<file path="src/rtl/ppi_pkg.sv">
// Shared types for the parallel port register file.
// Assumes an eight-bit host bus and eight-bit ports.
package ppi_pkg;
    localparam int PORT_W = 8;
    localparam int NIB_W  = PORT_W / 2;
    localparam int IDX_W  = $clog2(PORT_W);

    typedef enum logic [1:0] {
        SEL_PA   = 2'd0,
        SEL_PB   = 2'd1,
        SEL_PC   = 2'd2,
        SEL_CTRL = 2'd3
    } reg_sel_e;

    typedef struct packed {
        logic [1:0] a_mode;
        logic       a_in;
        logic       cu_in;
        logic       b_mode;
        logic       b_in;
        logic       cl_in;
    } port_cfg_t;

    localparam port_cfg_t CFG_RESET = '{a_mode: 2'b00, a_in: 1'b1, cu_in: 1'b1,
                                        b_mode: 1'b0, b_in: 1'b1, cl_in: 1'b1};
endpackage

</file>
<file path="src/rtl/ppi_strobe_edge.sv">
// Detects the cycle in which a selected strobe first shows asserted.
// Assumes the strobe and select inputs are synchronous to clk.
module ppi_strobe_edge (
    input  logic clk,
    input  logic rst_n,
    input  logic active,
    output logic fire
);
    logic seen_q;

    // Remember the previous sampled strobe level.
    always_ff @(posedge clk) begin
        if (!rst_n) seen_q <= 1'b0;
        else        seen_q <= active;
    end

    assign fire = active & ~seen_q;
endmodule

</file>
<file path="src/rtl/ppi_ctrl_decode.sv">
// Splits a control write into a configuration load or a port C bit command,
// and holds the configuration register. Assumes wr_ctrl lasts one cycle.
module ppi_ctrl_decode
    import ppi_pkg::*;
(
    input  logic             clk,
    input  logic             rst_n,
    input  logic             wr_ctrl,
    input  logic [7:0]       wdata,
    output port_cfg_t        cfg,
    output logic             cfg_load,
    output logic             bit_load,
    output logic [IDX_W-1:0] bit_idx,
    output logic             bit_val
);
    port_cfg_t cfg_q;
    port_cfg_t cfg_next;

    assign cfg_load = wr_ctrl &  wdata[7];
    assign bit_load = wr_ctrl & ~wdata[7];
    assign bit_idx  = wdata[IDX_W:1];
    assign bit_val  = wdata[0];

    // Map configuration word fields onto the stored settings.
    always_comb begin
        cfg_next.a_mode = {wdata[6], wdata[5] & ~wdata[6]};
        cfg_next.a_in   = wdata[4];
        cfg_next.cu_in  = wdata[3];
        cfg_next.b_mode = wdata[2];
        cfg_next.b_in   = wdata[1];
        cfg_next.cl_in  = wdata[0];
    end

    // Hold the configuration between configuration words.
    always_ff @(posedge clk) begin
        if (!rst_n)        cfg_q <= CFG_RESET;
        else if (cfg_load) cfg_q <= cfg_next;
    end

    assign cfg = cfg_q;
endmodule

</file>
<file path="src/rtl/ppi_out_latch.sv">
// Output latch of one port: whole-word load, single-bit update, clear.
// Clear wins over load, and load wins over the bit update.
module ppi_out_latch #(
    parameter int W     = 8,
    parameter bit HAS_BIT = 1'b0,
    localparam int IW   = (W > 1) ? $clog2(W) : 1
) (
    input  logic          clk,
    input  logic          rst_n,
    input  logic          clr,
    input  logic          ld,
    input  logic [W-1:0]  ld_data,
    input  logic          bit_ld,
    input  logic [IW-1:0] bit_idx,
    input  logic          bit_val,
    output logic [W-1:0]  q
);
    for (genvar i = 0; i < W; i++) begin : g_bit
        logic hit;
        if (HAS_BIT) begin : g_cmd
            assign hit = bit_ld && (bit_idx == IW'(i));
        end else begin : g_nocmd
            assign hit = 1'b0;
        end

        // Update one latch bit from the highest-priority source.
        always_ff @(posedge clk) begin
            if (!rst_n || clr) q[i] <= 1'b0;
            else if (ld)       q[i] <= ld_data[i];
            else if (hit)      q[i] <= bit_val;
        end
    end
endmodule

</file>
<file path="src/rtl/ppi_regfile.sv">
// Host-side register file of a three-port parallel interface (basic mode).
// Assumes bus strobes are synchronous to clk; acts once per strobe edge.
module ppi_regfile
    import ppi_pkg::*;
(
    input  logic              clk,
    input  logic              rst_n,
    input  logic              cs_n,
    input  logic              rd_n,
    input  logic              wr_n,
    input  logic [1:0]        addr,
    input  logic [7:0]        wdata,
    output logic [7:0]        rdata,
    input  logic [PORT_W-1:0] pa_in,
    output logic [PORT_W-1:0] pa_out,
    output logic              pa_oe,
    input  logic [PORT_W-1:0] pb_in,
    output logic [PORT_W-1:0] pb_out,
    output logic              pb_oe,
    input  logic [PORT_W-1:0] pc_in,
    output logic [PORT_W-1:0] pc_out,
    output logic [1:0]        pc_oe,
    output logic [1:0]        grp_a_mode,
    output logic              grp_b_mode
);
    logic             wr_fire, rd_fire;
    logic             cfg_load, bit_load, bit_val;
    logic [IDX_W-1:0] bit_idx;
    port_cfg_t        cfg;
    reg_sel_e         sel;
    logic [7:0]       rd_mux;
    logic [7:0]       rdata_q;

    assign sel = reg_sel_e'(addr);

    ppi_strobe_edge u_wr_edge (
        .clk(clk), .rst_n(rst_n), .active(~cs_n & ~wr_n), .fire(wr_fire));
    ppi_strobe_edge u_rd_edge (
        .clk(clk), .rst_n(rst_n), .active(~cs_n & ~rd_n), .fire(rd_fire));

    ppi_ctrl_decode u_ctrl (
        .clk(clk), .rst_n(rst_n),
        .wr_ctrl(wr_fire && sel == SEL_CTRL), .wdata(wdata),
        .cfg(cfg), .cfg_load(cfg_load), .bit_load(bit_load),
        .bit_idx(bit_idx), .bit_val(bit_val));

    ppi_out_latch #(.W(PORT_W), .HAS_BIT(1'b0)) u_pa (
        .clk(clk), .rst_n(rst_n), .clr(cfg_load),
        .ld(wr_fire && sel == SEL_PA), .ld_data(wdata),
        .bit_ld(1'b0), .bit_idx('0), .bit_val(1'b0), .q(pa_out));

    ppi_out_latch #(.W(PORT_W), .HAS_BIT(1'b0)) u_pb (
        .clk(clk), .rst_n(rst_n), .clr(cfg_load),
        .ld(wr_fire && sel == SEL_PB), .ld_data(wdata),
        .bit_ld(1'b0), .bit_idx('0), .bit_val(1'b0), .q(pb_out));

    ppi_out_latch #(.W(PORT_W), .HAS_BIT(1'b1)) u_pc (
        .clk(clk), .rst_n(rst_n), .clr(cfg_load),
        .ld(wr_fire && sel == SEL_PC), .ld_data(wdata),
        .bit_ld(bit_load), .bit_idx(bit_idx), .bit_val(bit_val), .q(pc_out));

    // Choose latch or pins per port group for the host read path.
    always_comb begin
        unique case (sel)
            SEL_PA:   rd_mux = cfg.a_in ? pa_in : pa_out;
            SEL_PB:   rd_mux = cfg.b_in ? pb_in : pb_out;
            SEL_PC:   rd_mux = {cfg.cu_in ? pc_in[PORT_W-1:NIB_W] : pc_out[PORT_W-1:NIB_W],
                                cfg.cl_in ? pc_in[NIB_W-1:0]      : pc_out[NIB_W-1:0]};
            default:  rd_mux = 8'h00;
        endcase
    end

    // Capture read data once per read strobe.
    always_ff @(posedge clk) begin
        if (!rst_n)       rdata_q <= 8'h00;
        else if (rd_fire) rdata_q <= rd_mux;
    end

    assign rdata      = rdata_q;
    assign pa_oe      = ~cfg.a_in;
    assign pb_oe      = ~cfg.b_in;
    assign pc_oe      = {~cfg.cu_in, ~cfg.cl_in};
    assign grp_a_mode = cfg.a_mode;
    assign grp_b_mode = cfg.b_mode;
endmodule

</file>
<file path="config.mk">
export PLATFORM = sky130hd
export DESIGN_NAME = ppi_regfile
export DESIGN_NICKNAME = d
export VERILOG_FILES = /design/src/rtl/ppi_pkg.sv /design/src/rtl/ppi_strobe_edge.sv /design/src/rtl/ppi_ctrl_decode.sv /design/src/rtl/ppi_out_latch.sv /design/src/rtl/ppi_regfile.sv
export SDC_FILE = /design/constraint.sdc
export NUM_CORES = 1
export LEC_CHECK = 0
export BUFFER_PORTS_ARGS = -buffer_cell sky130_fd_sc_hd__clkbuf_2
export CAP_MARGIN = 20
export CORE_UTILIZATION = 45
export CTS_CLUSTER_DIAMETER = 200
export DETAILED_ROUTE_END_ITERATION = 16
export HOLD_SLACK_MARGIN = 0.08
export PLACE_DENSITY_LB_ADDON = 0.2
export SYNTH_ARGS = -nofsm -noshare
export SYNTH_HDL_FRONTEND = slang
export SYNTH_HIERARCHICAL = 1
export SYNTH_SLANG_ARGS = --single-unit
</file>
<file path="constraint.sdc">
create_clock -name clk -period 1.8 [get_ports clk]
set_input_delay 0.18 -clock clk [delete_from_list [all_inputs] [get_ports clk]]
set_output_delay 0.18 -clock clk [all_outputs]
set_load 0.1 [all_outputs]
</file>
==> impl_metrics.ini, run 1 <==
[finish]
drive_gt1_frac = 0.389
final_nets = 354
nFillCells = 456
fin_cells = 383
n_antenna_cell = 0
syn_to_final_growth_pct = 26.2
stdcell_area_um2 = 2840

[worst_setup_path]
critPathCaptureType = flop
critPathSlowestCell = dfxtp_2
crit_buf_inv = 1
crit_chain = nor2b_4 > and3_1 > nor2b_1 > buf_4 > and4b_1 > nor3_1 > a2111oi_2
worstReg2RegStart = u_wr_edge/seen_q
cp-start-kind = flop
slowest_delay_ns = 0.33
worst-r2r-cell-count = 7
path_max_fanout = 8
required_ns = 1.99
critPathKind = reg2reg
arrival_ns = 1.87
reg2reg_slack_ns = 0.12
r2r-end = u_pc/q[3]
crit_family = simple AND/OR/NAND/NOR gates

[clock_network]
hold_buffers = 0
cts.sinks = 41
cts_buffer_depth = 2
cts.clk_slew.worst_paths_ns = 0.08
h-tree-depth = 2
cts_root_buffer = clkbuf_8
worstSkewPairLatency_ns = 0.29
tritoncts = yes
cts_made_buffers = 5

[min_path]
holdPathEnd = u_wr_edge/seen_q
min_delay_path_depth = 3
min-delay-start = wr_n
min_path_type = in2reg

[grt]
overflow = 0
grtUsageMet3 = 0.0483
grt_pass1_vias = 1789
met2_usage = 0.376
use_met1 = 0.309
grt_antenna_before_repair = 0
grt_max_degree = 20
grt_pass1_wl_mm = 9.04
busiest_layer = met2
grtUsageTotal = 0.230

[yosys]
syn_area_um2 = 2250
synth.net_count = 271
synth_area_per_cell_um2 = 9.69
yosysWarnings = 6
syn_inst = 232

[route]
vias = 1986
wl_per_cell_um = 15.5
first_pass_iters = 4
drc_errors = 0
post_drt_via_cell_ratio = 5.19
drtIter0Drc = 125
finalWirelength_mm = 5.96
ant_nets = 0

[sta]
drv_slew = 0
fin_crit_sh = 0.934
slew_headroom = 0.475
final-hold-violation-count = 0
rsz0062_at_grt = yes
finalCriticalPeriod_ns = 1.68
fmax_ghz = 0.595
fin_skew_ns = 0.00445
tightest_slew_ns = 0.785
setup-violations-final = 0

[placement]
io_buffer_count = 77
hpwl_mm = 4.43
postPlaceCellArea_um2 = 2700
dpl.cell_count = 375
gp_congestion = 0.790

[flow_run]
maxCapViolCount = 0

[power]
finalPower_mw = 2.04
ir_worst_vdd_mv = 0.435
leakage_nw = 1.39
p_per_area_nw_per_um2 = 718

[die]
die_area_um2 = 5280
ios = 78
core-area_um2 = 4750
row_count = 25
dieHeight_um = 72.7
die_w_um = 72.7
initial_utilization = 0.473

[run_status]
status = completed
==> worst max-delay path by stage <==
stage / start / depth (start not counted) / slack, ns / end
4_1_cts: u_wr_edge/seen_q / 7 / 0.02 / u_pc/q[3]
2_1_floorplan: cs_n / 8 / 0.07 / u_pc/q[3]
3_5_place_dp: cs_n / 9 / -0.03 / u_pc/q[3]
3_3_place_gp: cs_n / 9 / 0.04 / u_pc/q[4]
5_1_grt: u_wr_edge/seen_q / 7 / 0.02 / u_pc/q[7]
6_report: u_wr_edge/seen_q / 7 / 0.12 / u_pc/q[3]
==> flip-flops by register name (all words and copies together) (netlist names) <==
| register | flops |
|---|---|
| rdata | 8 |
| u_ctrl/cfg | 7 |
| u_pa/q | 8 |
| u_pb/q | 8 |
| u_pc/q | 8 |
| u_rd_edge/seen_q | 1 |
| u_wr_edge/seen_q | 1 |
==> final cells by class <==
| cell class | instances | area (um2) | area share |
|---|---|---|---|
| clock inverter | 1 | 5.00 | 0.00176 |
| timing repair buffer | 94 | 513 | 0.181 |
| sequential | 41 | 822 | 0.290 |
| clock buffer | 7 | 96.3 | 0.0340 |
| tap | 67 | 83.8 | 0.0296 |
| inverter | 9 | 33.8 | 0.0119 |
| multi-input combinational | 164 | 1280 | 0.452 |
==> worst register-to-register path, cell delays in order (launching register included) <==
cell       delay (ns)
dfxtp_2          0.33
nor2b_4          0.10
and3_1           0.20
nor2b_1          0.14
buf_4            0.15
and4b_1          0.25
nor3_1           0.08
a2111oi_2        0.33
==> metrics by stage <==
step | setup TNS [ns] | hold slack [ns] | utilization | worst slack (ns)
floorplan | 0 | 0.245 | - | 0.0691
global placement | 0 | 0.472 | 0.568 | 0.0395
detailed placement | -0.0326 | 0.469 | 0.568 | -0.0326
CTS | 0 | 0.161 | 0.589 | 0.0153
global route | 0 | 0.160 | 0.597 | 0.0214
finish | 0 | 0.161 | 0.597 | 0.119
==> repair_timing <==
action                                  in CTS  in global routing
endpoints found under the setup margin       0                  5
setup buffers                                0                  0
resized for setup                            0                  6
==> power by group <==
group	internal (mW)	switching, mW	leakage, nW
clock network	0.347	0.317	0.0542
registers	0.929	0.0202	0.333
logic	0.134	0.289	1.01
==> cell usage in the layout, fill, tap and decap left out, types with 2 or more instances in the layout <==
cell type / n
a2111oi_1: 5
a2111oi_2: 2
a21boi_0: 2
a21oi_1: 14
and2_1: 3
and3_1: 3
and4b_1: 4
and4bb_1: 3
buf_4: 17
clkbuf_2: 77
clkbuf_8: 7
dfxtp_1: 40
inv_1: 9
mux2_2: 7
mux2i_1: 32
nand2b_1: 4
nand3_1: 4
nor2_1: 22
nor2b_1: 17
nor2b_4: 2
nor3_1: 9
o211ai_2: 3
o21a_1: 3
o21ai_0: 7
o22a_1: 7
==> routing by layer <==
layer	vias to the layer above	wire [um]	share of wire
met2	64	2760	0.46
met1	913	2770	0.46
met5	-	0	0
met4	0	44	0.0074
met3	4	387	0.065
li1	1005	-	-
Power figures use the tool's default switching activity.
==> inputs of run 2 (changes only) <==
ABC_AREA = 1   (was default)
CORE_UTILIZATION = 40   (was 45)
==> impl_metrics.ini, run 2 <==
[run_status]
status = completed

[worst_setup_path]
r2r-end = u_pc/q[1]
worst-r2r-cell-count = 10
cp-endpoint = pb_oe
crit_chain = inv_2 > clkbuf_2
crit_family = buffers and inverters
path_max_fanout = 10
path_depth = 2
slowest_delay_ns = 0.53
cp-start-kind = flop
arrival_ns = 1.39
worstReg2RegStart = u_wr_edge/seen_q
critPathCaptureType = output port
critPathKind = reg2out
crit_start = u_ctrl/cfg[1]
crit_buf_inv = 2
critPathSlowestCell = dfxtp_1
reg2reg_slack_ns = 0.29
required_ns = 1.62

[yosys]
yosysWarnings = 6
synth.net_count = 418
synth_area_per_cell_um2 = 6.13
syn_inst = 379
syn_area_um2 = 2320

[sta]
rsz0062_at_grt = no
slew_headroom = 0.638
fmax_ghz = 0.637
final-hold-violation-count = 0
fin_crit_sh = 0.873
setup-violations-final = 0
drv_slew = 0
finalCriticalPeriod_ns = 1.57
setup_ws_ns = 0.229
fin_skew_ns = 0.00353
finalSetupTns_ns = 0
tightest_slew_ns = 0.546

[placement]
io_buffer_count = 77
pre_cts_slack_ns = 0.122
gp_congestion = 0.874
dpl.cell_count = 524
hpwl_mm = 4.91

[power]
finalPower_mw = 2.19
p_per_area_nw_per_um2 = 764
leakage_nw = 1.52
ir_worst_vdd_mv = 0.384

[clock_network]
postCtsSetupBuffers = 0
post_cts_resized = 0
h-tree-depth = 2
worstSkewPairLatency_ns = 0.30
tritoncts = yes
cts_buffer_depth = 2
cts.clk_slew.worst_paths_ns = 0.08
cts_made_buffers = 5
hold_buffers = 0
cts_root_buffer = clkbuf_8
cts.sinks = 41

[die]
row_count = 27
dieHeight_um = 78.2
core-area_um2 = 5540
ios = 78
initial_utilization = 0.419
die_w_um = 78.2
die_area_um2 = 6110

[min_path]
min_path_type = in2reg

[route]
drtIter0Drc = 202
wl_per_cell_um = 11.9
first_pass_iters = 4
post_drt_via_cell_ratio = 4.72
drc_errors = 0
ant_nets = 0
finalWirelength_mm = 6.31
vias = 2511

[finish]
fin_cells = 532
layout_commonest_cell = nand2_1
final_nets = 498
final_cell_mix = nand2_1 (175), clkbuf_2 (77), inv_1 (43)
n_antenna_cell = 0
fin_util = 0.517
drive_gt1_frac = 0.254
syn_to_final_growth_pct = 23.4

[grt]
grt_antenna_before_repair = 0
grt_pass1_wl_mm = 10.4
grtUsageTotal = 0.218
overflow = 0
grt_max_degree = 18
grt_pass1_vias = 2210

[flow_run]
maxCapViolCount = 0
[run 2: cell count changes in the layout (fill, tap and decap cells not counted), sizes merged, moves of 5 or more]
cell / before / now
o21ai: 7 / 0
mux2: 8 / 0
inv: 9 / 53
a21oi: 14 / 33
nand2: 0 / 178
buf: 17 / 8
nor3: 9 / 4
nand3: 4 / 31
nor2b: 19 / 0
o22a: 7 / 0
nand2b: 5 / 0
mux2i: 32 / 0
a2111oi: 8 / 0
[run 2: how the worst min path moves through the flow]
stage                from  cells past startpoint          endpoint
floorplan           rst_n                      1     u_ctrl/cfg[1]
global placement     wr_n                      4  u_wr_edge/seen_q
detailed placement   wr_n                      4  u_wr_edge/seen_q
CTS                  wr_n                      4  u_wr_edge/seen_q
global route         rd_n                      4  u_rd_edge/seen_q
finish               wr_n                      4  u_wr_edge/seen_q
[run 2: routing by layer]
metal / share of wire / vias up / track usage / routed length, um
met2: 0.45 / 85 / 0.330 / 2830
met4: 0.0093 / 0 / 0.0796 / 59
met1: 0.46 / 1108 / 0.295 / 2890
li1: - / 1311 / - / -
met5: 0 / - / 0 / 0
met3: 0.084 / 7 / 0.0558 / 530
[run 2: worst reg2reg max path, delay by kind of cell (launching register included)]
kind	cells	cell delay, ns
compound gates	1	0.14
buf+inv	3	0.22
flops	1	0.31
simple gates	6	0.76
[run 2: report_power, final]
group | internal, mW | switching [mW] | total (mW)
Clock | 0.451 | 0.336 | 0.787
Combinational | 0.111 | 0.341 | 0.452
Sequential | 0.932 | 0.0187 | 0.951
[run 2: stage by stage]
stage          hold slack [ns]  area, um2
2_1_floorplan            0.265       2320
3_3_place_gp             0.423       2750
3_5_place_dp             0.424       2750
4_1_cts                  0.103       2870
5_1_grt                  0.122       2870
6_report                 0.111       2870
[run 2: layout make-up]
cell class / count / area (um2)
fillers: 601 / 2670
multi-input cells: 273 / 1190
flip-flops and latches: 41 / 821
repair buffers: 85 / 445
inverters: 53 / 204
well taps: 72 / 90.1
clock buffers: 6 / 82.6
clock inverters: 2 / 37.5
==> inputs of run 3 (changes only) <==
--- a/config.mk
+++ b/config.mk
@@ -9,4 +9,5 @@
 export BUFFER_PORTS_ARGS = -buffer_cell sky130_fd_sc_hd__clkbuf_2
 export CAP_MARGIN = 20
+export CORE_ASPECT_RATIO = 0.6
 export CORE_UTILIZATION = 40
 export CTS_CLUSTER_DIAMETER = 200
==> constraint.sdc (replaced) <==
create_clock -name clk -period 1.8 [get_ports clk]
set_input_delay 0.09 -clock clk [delete_from_list [all_inputs] [get_ports clk]]
set_output_delay 0.09 -clock clk [all_outputs]
set_load 0.1 [all_outputs]
==> impl_metrics.ini, run 3 (same netlist as run 2, synthesis figures left out) <==
[sta]
slew_headroom = 0.635
fin_crit_sh = 0.889
drv_slew = 0
fmax_ghz = 0.625
tightest_slew_ns = 0.550
finalCriticalPeriod_ns = 1.60
setup-violations-final = 0
setup_ws_ns = 0.200
final-hold-violation-count = 0
rsz0062_at_grt = no
finalSetupTns_ns = 0
fin_skew_ns = 0.00473

[worst_setup_path]
crit_family = simple AND/OR/NAND/NOR gates
critPathKind = reg2reg
critPathSlowestCell = dfxtp_1
critPathCaptureType = flop
crit_buf_inv = 4
arrival_ns = 1.78
cp-start-kind = flop
crit_chain = nor2_2 > inv_1 > nor3_2 > buf_4 > inv_1 > nor2_1 > inv_1 > nor2_2 > nand2_1 > a21oi_1 > nor2_1
crit_path_frequent_cell = inv_1
slowest_delay_ns = 0.31
required_ns = 1.98
path_max_fanout = 6

[grt]
grtUsageTotal = 0.216
grt_max_degree = 18
grt_pass1_vias = 2081
overflow = 0
grt_antenna_before_repair = 0
grt_pass1_wl_mm = 9.94

[route]
vias = 2544
post_drt_via_cell_ratio = 4.70
drc_errors = 0
first_pass_iters = 4
ant_nets = 0
drtIter0Drc = 199
finalWirelength_mm = 6.50
wl_per_cell_um = 12.0

[die]
row_count = 21
ios = 78
die_w_um = 100
initial_utilization = 0.415
die_area_um2 = 6120
core-area_um2 = 5600
dieHeight_um = 61.0

[power]
clkPwrFrac = 0.304
swShare = 0.333
ir_worst_vdd_mv = 0.297
p_comb_frac = 0.226
p_int_mw = 1.35
leakage_nw = 1.52
p_sw_mw = 0.675
seq_power_share = 0.470
finalPower_mw = 2.03
p_per_area_nw_per_um2 = 706

[clock_network]
cts_made_buffers = 5
cts_buffer_depth = 2
cts.sinks = 41
cts_root_buffer = clkbuf_8
h-tree-depth = 2
postCtsSetupBuffers = 0
worstSkewPairLatency_ns = 0.29
tritoncts = yes
cts.clk_slew.worst_paths_ns = 0.08

[placement]
gp_congestion = 0.856
hpwl_mm = 5.14
pre_cts_slack_ns = 0.143
io_buffer_count = 77

[min_path]
min_path_type = in2reg

[finish]
drive_gt1_frac = 0.249
n_antenna_cell = 0
layout_commonest_cell = nand2_1
final_nets = 500
final_cell_mix = nand2_1 (175), clkbuf_2 (77), inv_1 (43)
syn_to_final_growth_pct = 23.6

[flow_run]
maxCapViolCount = 0

[run_status]
status = completed
run 3: path summary, 6_finish.rpt:
path	startpoint	end	slack, ns	depth (start not counted)
max reg2reg	u_wr_edge/seen_q	u_pc/q[0]	0.20	11
max	u_wr_edge/seen_q	u_pc/q[0]	0.20	11
min reg2reg	rdata[4]	rdata[4]	0.47	2
min	wdata[5]	u_pb/q[5]	0.1	3
run 3: power groups by stage:
stage	clock (mW)	sequential [mW]	combinational (mW)
detailed placement	0	0.974	0.450
floorplan	0	1.13	0.179
global route	0.677	0.956	0.494
finish	0.615	0.952	0.458
CTS	0.630	0.952	0.456
global placement	0	0.973	0.447
run 3: timing repair:
| action | CTS | global route |
|---|---|---|
| endpoints found under the hold margin | 2 | 0 |
| hold buffers | 3 | 0 |
| setup endpoints to repair | 0 | 1 |
| gates resized for setup | 0 | 1 |
run 3: stage by stage:
stage | util | hold WS, ns | std cells | area [um2]
after floorplan | - | 0.175 | 379 | 2320
after global placement | 0.491 | 0.330 | 531 | 2750
after detailed placement | 0.491 | 0.341 | 531 | 2750
after CTS | 0.512 | 0.0940 | 541 | 2870
after global routing | 0.513 | 0.102 | 541 | 2870
final | 0.513 | 0.0993 | 541 | 2870
run 3: area by class of cell:
type | count | area, um2
sequential | 41 | 821
clock buffer | 7 | 86.3
inverter | 53 | 204
tap | 80 | 100
fill | 599 | 2730
multi-input combinational | 273 | 1190
timing repair buffer | 87 | 468
run 3: layer usage:
metal	global-route usage	vias to the layer above	share of wire
met4	0.0497	0	0.0054
met2	0.313	92	0.39
met3	0.0522	4	0.085
met5	0	-	0
li1	-	1309	-
met1	0.324	1139	0.52
run 3: worst min-delay path: cells and delay by family:
kind	cells	cell delay, ns
AOI/OAI and AO/OA	1	0.06
buffers and inverters	1	0.12
and+or+nand+nor	1	0.08
